<file path="src/rtl/sysdec_pkg.sv">
package sysdec_pkg;
  typedef enum logic [1:0] {
    SZ_BYTE = 2'd0,
    SZ_HALF = 2'd1,
    SZ_WORD = 2'd2,
    SZ_BAD  = 2'd3
  } acc_size_e;

  localparam int unsigned RAM_BASE    = 32'h0000_0000;
  localparam int unsigned RAM_SPAN    = 32'h0010_0000;
  localparam int unsigned ROM_BASE    = 32'h0010_0000;
  localparam int unsigned ROM_SPAN    = 32'h0001_0000;
  localparam int unsigned WIDE_BASE   = 32'h0018_0000;
  localparam int unsigned WIDE_SPAN   = 32'h0008_0000;
  localparam int unsigned NARROW_BASE = 32'h003A_0001;
  localparam int unsigned NARROW_SPAN = 32'h0000_4000;
  localparam int unsigned VEC_FIRST   = 32'h0000_0000;
  localparam int unsigned VEC_LAST    = 32'h0000_0004;
endpackage

</file>
<file path="src/rtl/sysdec_window.sv">
module sysdec_window #(
  parameter int          ADDR_W   = 24,
  parameter int unsigned BASE     = 0,
  parameter int unsigned SPAN     = 1,
  parameter bit          FIT      = 1'b0,
  parameter bit          WRITABLE = 1'b1
) (
  input  logic [ADDR_W-1:0] addr,
  input  logic [ADDR_W:0]   last,
  input  logic              wr,
  output logic              hit,
  output logic [ADDR_W-1:0] off
);
  localparam logic [ADDR_W:0] LO    = (ADDR_W+1)'(BASE);
  localparam logic [ADDR_W:0] SPN   = (ADDR_W+1)'(SPAN);
  localparam bit              HALVE = BASE[0];

  logic [ADDR_W:0] diff;
  logic [ADDR_W:0] last_diff;
  logic            in_rng;
  logic            fit_ok;
  logic            wr_ok;

  // Wrapping subtraction: an address below the base yields a huge difference.
  always_comb begin
    diff      = {1'b0, addr} - LO;
    last_diff = last - LO;
    in_rng    = diff < SPN;
    fit_ok    = FIT ? (last_diff < SPN) : 1'b1;
    wr_ok     = WRITABLE ? 1'b1 : !wr;
    hit       = in_rng && fit_ok && wr_ok;
    off       = HALVE ? diff[ADDR_W:1] : diff[ADDR_W-1:0];
  end

  // a hit always yields an offset inside the window span.
  always_comb begin
    if (hit) begin
      assert_off_in_span_R4: assert ({1'b0, off} < SPN);
    end
  end
endmodule

</file>
<file path="src/rtl/sysdec_overlay.sv">
module sysdec_overlay (
  input  logic clk,
  input  logic rst_n,
  input  logic clear,
  output logic active
);
  logic act_q;
  logic act_n;
  logic act_en;

  always_comb begin
    act_en = clear && act_q;
    act_n  = 1'b0;
  end

  always_ff @(posedge clk or negedge rst_n) begin
    if (!rst_n) begin
      act_q <= 1'b1;
    end else if (act_en) begin
      act_q <= act_n;
    end
  end

  assign active = act_q;

  // once disarmed the overlay stays off until the next reset.
  assert_ovl_stays_off_R6: assert property (@(posedge clk) disable iff (!rst_n)
    !act_q |=> !act_q);
endmodule

</file>
<file path="src/rtl/sysdec_irq.sv">
module sysdec_irq #(
  parameter int NSRC       = 10,
  parameter int LVL_W      = 3,
  parameter int SERIAL_IDX = 4,
  parameter int SERIAL_LVL = 5
) (
  input  logic             clk,
  input  logic             rst_n,
  input  logic [NSRC-1:0]  req,
  output logic [LVL_W-1:0] level
);
  function automatic logic [LVL_W-1:0] lvl_of(input int idx);
    return (idx == SERIAL_IDX) ? LVL_W'(SERIAL_LVL) : '0;
  endfunction

  logic [LVL_W-1:0] max_n;
  logic [LVL_W-1:0] lvl_q;

  always_comb begin
    max_n = '0;
    for (int i = 0; i < NSRC; i++) begin
      if (req[i] && (lvl_of(i) > max_n)) begin
        max_n = lvl_of(i);
      end
    end
  end

  always_ff @(posedge clk or negedge rst_n) begin
    if (!rst_n) begin
      lvl_q <= '0;
    end else begin
      lvl_q <= max_n;
    end
  end

  assign level = lvl_q;

  // no request lines asserted means level 0 on the next clock.
  assert_irq_quiet_R10: assert property (@(posedge clk) disable iff (!rst_n)
    (req == '0) |=> (level == '0));
endmodule

</file>
<file path="src/rtl/sysdec_top.sv">
module sysdec_top
  import sysdec_pkg::*;
#(
  parameter int ADDR_W     = 24,
  parameter int NUM_WIDE   = 2,
  parameter int NUM_NARROW = 8,
  parameter int LVL_W      = 3,
  parameter int SERIAL_WIN = 4,
  parameter int SERIAL_LVL = 5,
  localparam int NWIN      = NUM_WIDE + NUM_NARROW,
  localparam int NTGT      = 2 + NWIN
) (
  input  logic              clk,
  input  logic              rst_n,
  input  logic              acc_valid,
  input  logic [ADDR_W-1:0] acc_addr,
  input  logic [1:0]        acc_size,
  input  logic              acc_write,
  input  logic [NWIN-1:0]   irq_req,
  output logic [NTGT-1:0]   tgt_sel,
  output logic [ADDR_W-1:0] tgt_off,
  output logic              bus_err,
  output logic [LVL_W-1:0]  irq_level
);
  localparam int RAM_IDX = 0;
  localparam int ROM_IDX = 1;
  localparam int WIN_IDX = 2;

  // Reset: asserted asynchronously, released through two flops.
  logic rst_s1;
  logic rst_int_n;
  always_ff @(posedge clk or negedge rst_n) begin
    if (!rst_n) begin
      rst_s1    <= 1'b0;
      rst_int_n <= 1'b0;
    end else begin
      rst_s1    <= 1'b1;
      rst_int_n <= rst_s1;
    end
  end

  // Access extent.
  logic [ADDR_W:0] last_addr;
  logic [2:0]      nbytes;
  always_comb begin
    case (acc_size_e'(acc_size))
      SZ_BYTE: nbytes = 3'd1;
      SZ_HALF: nbytes = 3'd2;
      SZ_WORD: nbytes = 3'd4;
      default: nbytes = 3'd1;
    endcase
    last_addr = {1'b0, acc_addr} + (ADDR_W+1)'(nbytes) - (ADDR_W+1)'(1);
  end

  // Region comparators.
  logic [NTGT-1:0]   hit_vec;
  logic [ADDR_W-1:0] off_arr [NTGT];

  sysdec_window #(.ADDR_W(ADDR_W), .BASE(RAM_BASE), .SPAN(RAM_SPAN),
                  .FIT(1'b1), .WRITABLE(1'b1)) u_ram (
    .addr(acc_addr), .last(last_addr), .wr(acc_write),
    .hit(hit_vec[RAM_IDX]), .off(off_arr[RAM_IDX]));

  sysdec_window #(.ADDR_W(ADDR_W), .BASE(ROM_BASE), .SPAN(ROM_SPAN),
                  .FIT(1'b1), .WRITABLE(1'b0)) u_rom (
    .addr(acc_addr), .last(last_addr), .wr(acc_write),
    .hit(hit_vec[ROM_IDX]), .off(off_arr[ROM_IDX]));

  for (genvar k = 0; k < NWIN; k++) begin : g_win
    localparam bit          IS_WIDE = (k < NUM_WIDE);
    localparam int unsigned W_BASE  = IS_WIDE ? (WIDE_BASE + k * WIDE_SPAN)
                                              : (NARROW_BASE + (k - NUM_WIDE) * NARROW_SPAN);
    localparam int unsigned W_SPAN  = IS_WIDE ? WIDE_SPAN : NARROW_SPAN;
    sysdec_window #(.ADDR_W(ADDR_W), .BASE(W_BASE), .SPAN(W_SPAN),
                    .FIT(1'b0), .WRITABLE(1'b1)) u_win (
      .addr(acc_addr), .last(last_addr), .wr(acc_write),
      .hit(hit_vec[WIN_IDX+k]), .off(off_arr[WIN_IDX+k]));
  end

  // Boot overlay.
  logic ovl_active;
  logic ovl_vec_rd;
  logic ovl_clear;

  always_comb begin
    ovl_vec_rd = ovl_active && acc_valid && !acc_write &&
                 (acc_size_e'(acc_size) == SZ_WORD) &&
                 ((acc_addr == ADDR_W'(VEC_FIRST)) || (acc_addr == ADDR_W'(VEC_LAST)));
    ovl_clear  = ovl_vec_rd && (acc_addr == ADDR_W'(VEC_LAST));
  end

  sysdec_overlay u_ovl (
    .clk(clk), .rst_n(rst_int_n), .clear(ovl_clear), .active(ovl_active));

  // Target selection, next-state of the error flag.
  logic [NTGT-1:0]   sel_c;
  logic [ADDR_W-1:0] off_c;
  logic              err_c;

  always_comb begin
    sel_c = '0;
    off_c = '0;
    err_c = 1'b0;
    if (acc_valid) begin
      if (ovl_active) begin
        if (ovl_vec_rd) begin
          sel_c[ROM_IDX] = 1'b1;
          off_c          = acc_addr;
        end else begin
          err_c = 1'b1;
        end
      end else if ((acc_size_e'(acc_size) == SZ_BAD) || (hit_vec == '0)) begin
        err_c = 1'b1;
      end else begin
        for (int i = NTGT - 1; i >= 0; i--) begin
          if (hit_vec[i]) begin
            sel_c    = '0;
            sel_c[i] = 1'b1;
            off_c    = off_arr[i];
          end
        end
      end
    end
  end

  logic err_q;
  always_ff @(posedge clk or negedge rst_int_n) begin
    if (!rst_int_n) begin
      err_q <= 1'b0;
    end else begin
      err_q <= err_c;
    end
  end

  assign tgt_sel = sel_c;
  assign tgt_off = off_c;
  assign bus_err = err_q;

  sysdec_irq #(.NSRC(NWIN), .LVL_W(LVL_W), .SERIAL_IDX(SERIAL_WIN),
               .SERIAL_LVL(SERIAL_LVL)) u_irq (
    .clk(clk), .rst_n(rst_int_n), .req(irq_req), .level(irq_level));

  // selects are one-hot or empty.
  assert_sel_onehot_R9: assert property (@(posedge clk) disable iff (!rst_int_n)
    $onehot0(tgt_sel));
  // an unselected valid access raises the error pulse next cycle.
  assert_err_follows_R9: assert property (@(posedge clk) disable iff (!rst_int_n)
    (acc_valid && (tgt_sel == '0)) |=> bus_err);
  // a selected access never raises the error pulse.
  assert_no_err_on_sel_R9: assert property (@(posedge clk) disable iff (!rst_int_n)
    (tgt_sel != '0) |=> !bus_err);
  // ROM is never selected for a write.
  assert_rom_readonly_R2: assert property (@(posedge clk) disable iff (!rst_int_n)
    acc_write |-> !tgt_sel[ROM_IDX]);
endmodule

</file>
<file path="config.mk">
export PLATFORM = sky130hd
export DESIGN_NAME = sysdec_top
export DESIGN_NICKNAME = d
export VERILOG_FILES = /design/src/rtl/sysdec_pkg.sv /design/src/rtl/sysdec_window.sv /design/src/rtl/sysdec_overlay.sv /design/src/rtl/sysdec_irq.sv /design/src/rtl/sysdec_top.sv
export SDC_FILE = /design/constraint.sdc
export NUM_CORES = 1
export LEC_CHECK = 0
export ABC_AREA = 1
export ABC_CLOCK_PERIOD_IN_PS = 5400
export BUFFER_PORTS_ARGS = -buffer_cell sky130_fd_sc_hd__buf_2
export CAP_MARGIN = 20
export CORE_ASPECT_RATIO = 0.75
export CORE_UTILIZATION = 60
export DETAILED_ROUTE_END_ITERATION = 8
export PLACE_DENSITY = 0.82
export RECOVER_POWER = 25
export SLEW_MARGIN = 10
export SYNTH_ARGS = -nofsm -noshare
export SYNTH_HDL_FRONTEND = slang
export SYNTH_SLANG_ARGS = --single-unit
export TNS_END_PERCENT = 10
</file>
<file path="constraint.sdc">
create_clock -name clk -period 5.4 [get_ports clk]
set_input_delay 0.27 -clock clk [delete_from_list [all_inputs] [get_ports clk]]
set_output_delay 0.27 -clock clk [all_outputs]
set_load 0.05 [all_outputs]
</file>
## After elaboration in Yosys (flattened, before gate mapping)

Cells that the tools add are included.

| storage, ports and cells | value |
|---|---|
| ROM bits | 0 |
| latch bits | 0 |
| word-level logic and storage cells | 106 |
| bits in registers | 7 |
| input bits | 40 |
| memory bits (writable) | 0 |
| memories kept | 0 |
| output and inout port bits | 40 |

| operators by class | value |
|---|---|
| add/sub/neg operators | 14 |
| bitwise operators | 0 |
| multipliers | 0 |
| reductions and logical operators | 19 |
| magnitude comparators | 19 |
| shift operators | 0 |
| muxes and demuxes | 45 |
| eq/ne operators | 4 |
| div/mod/pow operators | 0 |

Operators with widths:

| cell | count |
|---|---|
| 2-to-1 mux 24 bit | 16 |
| subtractor 24 x 22 -> 25 bit (second input constant) | 9 |
| less-than comparator 25 x 15 -> 1 bit (second input constant) | 8 |
| 2-to-1 mux 12 bit | 14 |
| less-than comparator 25 x 17 -> 1 bit (second input constant) | 2 |
| less-than comparator 25 x 20 -> 1 bit (second input constant) | 2 |
| subtractor 24 x 21 -> 25 bit (second input constant) | 2 |
| adder 24 x 3 -> 25 bit | 1 |
| less-than comparator 25 x 21 -> 1 bit (second input constant) | 1 |
| subtractor 25 x 1 -> 25 bit (second input constant) | 1 |
| subtractor 25 x 21 -> 25 bit (second input constant) | 1 |
| == test 24 x 3 -> 1 bit (second input constant) | 1 |
| zero test 24 bit | 1 |
| less-than comparator 24 x 21 -> 1 bit (second input constant) | 1 |
| 2-to-1 mux 3 bit | 6 |
| greater-than comparator 1 x 3 -> 1 bit (first input constant) | 5 |
| logical AND 1 bit | 14 |
| zero test 12 bit | 1 |
| 2-to-1 mux 10 bit | 1 |
| 2-to-1 mux 1 bit | 7 |
| one-hot mux 3 bit (2 select lines) | 1 |
| == test 2 bit (second input constant) | 2 |
| == test 2 x 1 -> 1 bit (second input constant) | 1 |
| logical OR 1 bit | 2 |
| zero test 1 bit | 1 |

## Longest topological paths before layout

| depth | value |
|---|---|
| depth in word-level cells | 17 |
| gate-level depth with buffers | 33 |
| depth with buffers taken out | 32 |

## Cells and area by module

From an unflattened synthesis, not the netlist that was laid out.

| unflattened totals | value |
|---|---|
| cells, all modules | 2437 |
| area total of the unflattened synthesis | 12451.9 µm² |

Modules (own cells, without submodules):

| module | times used | sequential area each (µm²) | cells an instance | area each (µm²) |
|---|---|---|---|---|
| sysdec_top | 1 | 75.1 | 917 | 4719.5 |
| sysdec_window (g_win[5].u_win) | 1 | 0.0 | 181 | 873.3 |
| sysdec_window (g_win[7].u_win) | 1 | 0.0 | 186 | 854.6 |
| sysdec_window (g_win[2].u_win) | 1 | 0.0 | 152 | 848.3 |
| sysdec_window (g_win[4].u_win) | 1 | 0.0 | 173 | 835.8 |
| sysdec_window (g_win[8].u_win) | 1 | 0.0 | 163 | 825.8 |
| sysdec_window (g_win[9].u_win) | 1 | 0.0 | 179 | 822.0 |
| sysdec_window (g_win[3].u_win) | 1 | 0.0 | 177 | 819.5 |
| sysdec_window (g_win[6].u_win) | 1 | 0.0 | 144 | 768.2 |
| sysdec_window (u_rom) | 1 | 0.0 | 52 | 312.8 |
| sysdec_window (g_win[1].u_win) | 1 | 0.0 | 37 | 247.7 |
| sysdec_window (g_win[0].u_win) | 1 | 0.0 | 37 | 232.7 |
| sysdec_window (u_ram) | 1 | 0.0 | 32 | 211.5 |
| sysdec_irq | 1 | 25.0 | 4 | 43.8 |
| sysdec_overlay | 1 | 26.3 | 3 | 36.3 |

## Worst setup path after synthesis

Ideal clock, no wire load.

| path | value |
|---|---|
| path kind | input port to output port |
| from | in acc_addr[19] |
| to | out tgt_sel[2] |
| setup slack | 0.723 ns |
| stages | 23 |
| buffers on the path | 2 |
| arrival | 4.407 ns |
| required time | 5.130 ns |
| path through | clkbuf_1 -> inv_1 -> clkbuf_1 -> ha_1 -> nor2_1 -> nand2_1 -> nor2_1 -> nand4_1 -> nand3_1 -> nand2_1 -> nand2_1 -> inv_1 -> ha_1 -> nand4_1 -> nor4b_1 -> nand3_1 -> nor2_1 -> nand4_1 -> nor2_2 -> nor2_4 -> nand4_4 -> nand3_1 -> nor3_1 |

| on the way | value |
|---|---|
| word-level cells in the longest chain between the ends | 16 |
| elaborated cells on any way between the ends | 47 |
| classes of those cells | add/sub: 14; order compare: 14; mux: 14; reduce/logical: 5 |

RTL lines:

| what | line | RTL |
|---|---|---|
| from (decl) | sysdec_top.sv:16 | `input logic [ADDR_W-1:0] acc_addr,` |
| branches (longest 13 deep; another with adder 24 x 3 -> 25 bit) | - |  |
| 2-to-1 mux 12 bit * | sysdec_top.sv:112 | `end else if ((acc_size_e'(acc_size) == SZ_BAD) \|\| (hit_vec == '0)) begin` |
| 2-to-1 mux 10 bit * | sysdec_top.sv:105 | `if (ovl_active) begin` |
| 2-to-1 mux 12 bit * | sysdec_top.sv:104 | `if (acc_valid) begin` |
| to (decl) | sysdec_top.sv:20 | `output logic [NTGT-1:0] tgt_sel,` |

Mark *: on every way between the ends.

## Worst setup path after layout

| path | value |
|---|---|
| from | in acc_addr[14] |
| to | out tgt_sel[5] |

The elaborated chain is that of the path after synthesis.

==> out/metrics.csv <==
stage,metric,value,unit
detailed_routing,first-pass iteration count of the detailed router,7,
place,HPWL after detailed placement,21500,um
final_layout,sequential cell area,126,sq um
yosys,number of synthesized flops with an enable pin,0,
timing,final hold viol count,0,
place,Placed Cells,1472,
place,Final Wtd Congestion,1.06,
cts,Clock transition at path regs,30,ps
job,max_cap viols,0,
global_routing,Global Route Usage Sum,44.4,%
yosys,Gate Count Post-Synth,1275,
yosys,Ys Warns,0,
final_layout,Post-Layout Cell Count,1477,
timing,fin crit share,93.5,%
timing,final period demand of the worst path,5050,ps
detailed_routing,Vias,8865,
global_routing,first-pass GRT wire length,40600,um
cts,Clock Latency Late Sink,230,ps
yosys,Unique masters post-synth,54,
timing,"Slew Viols, Final",0,
die,Die Height,93.9,um
cts,# hold bufs at CTS,1,
global_routing,initial antenna violation count,0,
global_routing,Overflow after GRT,0,
power_and_ir_drop,Power Dens Cells,94.9,mW/mm^2
global_routing,largest net degree at the start of global routing,40,
timing,Rel. slew slack,41.2,%
detailed_routing,Vias/cell,6.00,
setup_path,CP max FO,9,
timing,Slew @ Worst Pin,880,ps
setup_path,worst path required time,5130,ps
cts,clock root buffer,clkbuf_16,
cts,TritonCTS clock tree,done,
setup_path,R2R cell count,5,
detailed_routing,DRC violations left,0,
yosys,"Cell Area, Synth",0.00676,sq mm
final_layout,Antenna diodes,0,
die,# IOs,80,
setup_path,startpoint types,input pin,
die,Die Wd,125,um
cts,CTS H-tree depth,1,
detailed_routing,final wirelength,26400,um
cts,Clock Tree Buf Depth,2,
detailed_routing,WL per Instance,17.9,um
cts,PostCTS Resize Cnt,0,
final_layout,Fill cells,1125,
detailed_routing,drt initial violations,1179,
setup_path,worst reg2reg path endpoint,bus_err$_DFF_PN0_,
cts,cts bufs inserted,3,
timing,maximum clock rate,0.198,GHz
min_path,Min-Delay Path Class,reg -> async,
yosys,ys async rst share,100,%
power_and_ir_drop,leakage,4.03,nW
final_layout,share of layout cells above drive strength 1,11.8,%
die,FP Rows,33,
outcome,status,"complete, no violations",
die,Starting Density,61.8,%
yosys,Seq cells post-synth,5,
setup_path,CP Class,in -> out,
global_routing,vias in the first global route,7592,
final_layout,post-route cell area,0.00734,sq mm
final_layout,utilization after layout,67.0,%
place,Placed Area,0.00725,sq mm
yosys,sequential area share after synthesis,1.87,%
yosys,Mapped Avg Cell Area,5.30,sq um
die,core area,0.0109,sq mm
setup_path,FF-to-FF setup slack,2900,ps
cts,postcts setup bufs,0,
detailed_routing,post-route ant nets,0,
place,I/O Buffers,69,
setup_path,Critical Path AT,4780,ps
setup_path,FF-to-FF Start,u_ovl.active$_DFFE_PN1P_,
final_layout,area of the multi-input gates,0.00578,sq mm
final_layout,area grow syn2layout,8.49,%
timing,RSZ-0062 raised after global routing,false,
timing,setup TNS,0,ps
die,full die area,0.0117,sq mm
final_layout,nets@finish,1453,
yosys,Post-Synthesis Net Count,1390,
timing,worst setup margin,350,ps
setup_path,Crit. End Element,output port,
timing,Final Skew,1.24,ps
place,pre-CTS WS,542,ps
yosys,ys flop type,dfrtp_1,
power_and_ir_drop,Max VDD drop,0.000131,V
cts,clock sinks,5,
timing,setup violators final,0,
[report_power, final]
part / leakage [nW] / total [mW] / internal (mW) / switching [mW]
Combinational: 3.94 / 0.533 / 0.161 / 0.372
Clock: 0.0382 / 0.123 / 0.0979 / 0.0250
Sequential: 0.0571 / 0.0402 / 0.0393 / 0.000951
[Yosys cell counts, types with 7 or more instances]
cell type | instances | area, sq um
a21oi_1 | 82 | 410
clkbuf_1 | 15 | 56.3
ha_1 | 75 | 938
inv_1 | 169 | 634
inv_2 | 9 | 33.8
nand2_1 | 384 | 1440
nand2_2 | 10 | 62.6
nand2_4 | 10 | 113
nand3_1 | 130 | 651
nand4_1 | 62 | 388
nor2_1 | 127 | 477
nor2_2 | 22 | 138
nor3_1 | 14 | 70.1
o211ai_1 | 7 | 52.6
o21ai_0 | 29 | 145
o21bai_1 | 8 | 60.1
xor2_1 | 34 | 298
[layout by cell type (no fill, tap or decap), types with 22 or more instances in the layout]
master   synthesis  routed
nand2_1        384     384
inv_1          169     169
nand3_1        130     130
nor2_1         127     127
a21oi_1         82      82
ha_1            75      75
buf_2            6      65
nand4_1         62      62
xor2_1          34      34
o21ai_0         29      29
nor2_2          22      22
[state kept, by name, indices dropped and copies added (netlist names)]
| name | flops |
|---|---|
| rst_int_n | 1 |
| u_irq.level | 1 |
| u_ovl.active | 1 |
| rst_s1 | 1 |
| bus_err | 1 |
[layer usage]
layer	up-vias	wire length [um]	global-route usage (%)
li1	4268	-	-
met1	3944	11100	62.1
met2	585	10500	66.3
met5	-	0	0
met3	68	4050	12.6
met4	0	691	9.94
[stage by stage]
step	total power, mW	hold WS [ps]
after floorplan	0.395	-25.6
after CTS	0.674	39.2
after global routing	0.747	52.1
after global placement	0.541	36.8
final	0.696	35.0
after detailed placement	0.548	39.8
[worst max-delay path, cell delays in order]
cell and delay [ps]:
buf_2 210, inv_1 250, ha_1 440, nor2_1 220, nand2_1 100, nor3_1 240
nand2_1 120, nand2_1 90, nand2_1 70, nand2_1 60, nand2_1 50, nand2_1 100
inv_1 70, ha_1 270, nand4_1 90, nor4b_1 310, nand3_1 120, nor2_1 90
nand4_1 140, nor2_2 260, nor2_4 110, nand4_4 100, nand3_1 250, nor3_1 400
buf_2 340
[how the worst max path moves through the flow]
| stage | startpoint | endpoint | slack (ps) |
|---|---|---|---|
| after CTS | acc_addr[14] | tgt_off[17] | 530 |
| after detailed placement | acc_addr[14] | tgt_off[17] | 540 |
| after global placement | acc_addr[14] | tgt_off[17] | 660 |
| after global routing | acc_addr[14] | tgt_off[1] | 60 |
| final | acc_addr[14] | tgt_sel[5] | 350 |
| after floorplan | acc_addr[19] | tgt_sel[2] | 720 |
[cells by family after synthesis]
group	Yosys count	share of synthesized area, %
AND/OR/NAND/NOR	793	54.3
other	2	0.111
adder cells (fa/ha/maj)	75	13.9
AO/OA/AOI/OAI	153	12.8
XOR/XNOR	34	4.40
flip-flops	5	1.87
buffers and inverters	213	12.6
[cell type report]
cell class,instances,area share [%]
multi-input cells,1057,78.8
flip-flops and latches,5,1.72
well taps,140,2.39
repair buffers,86,6.41
clock buffers,4,1.07
inverters,185,9.60
Note: power is estimated with default switching activity, not from simulation.
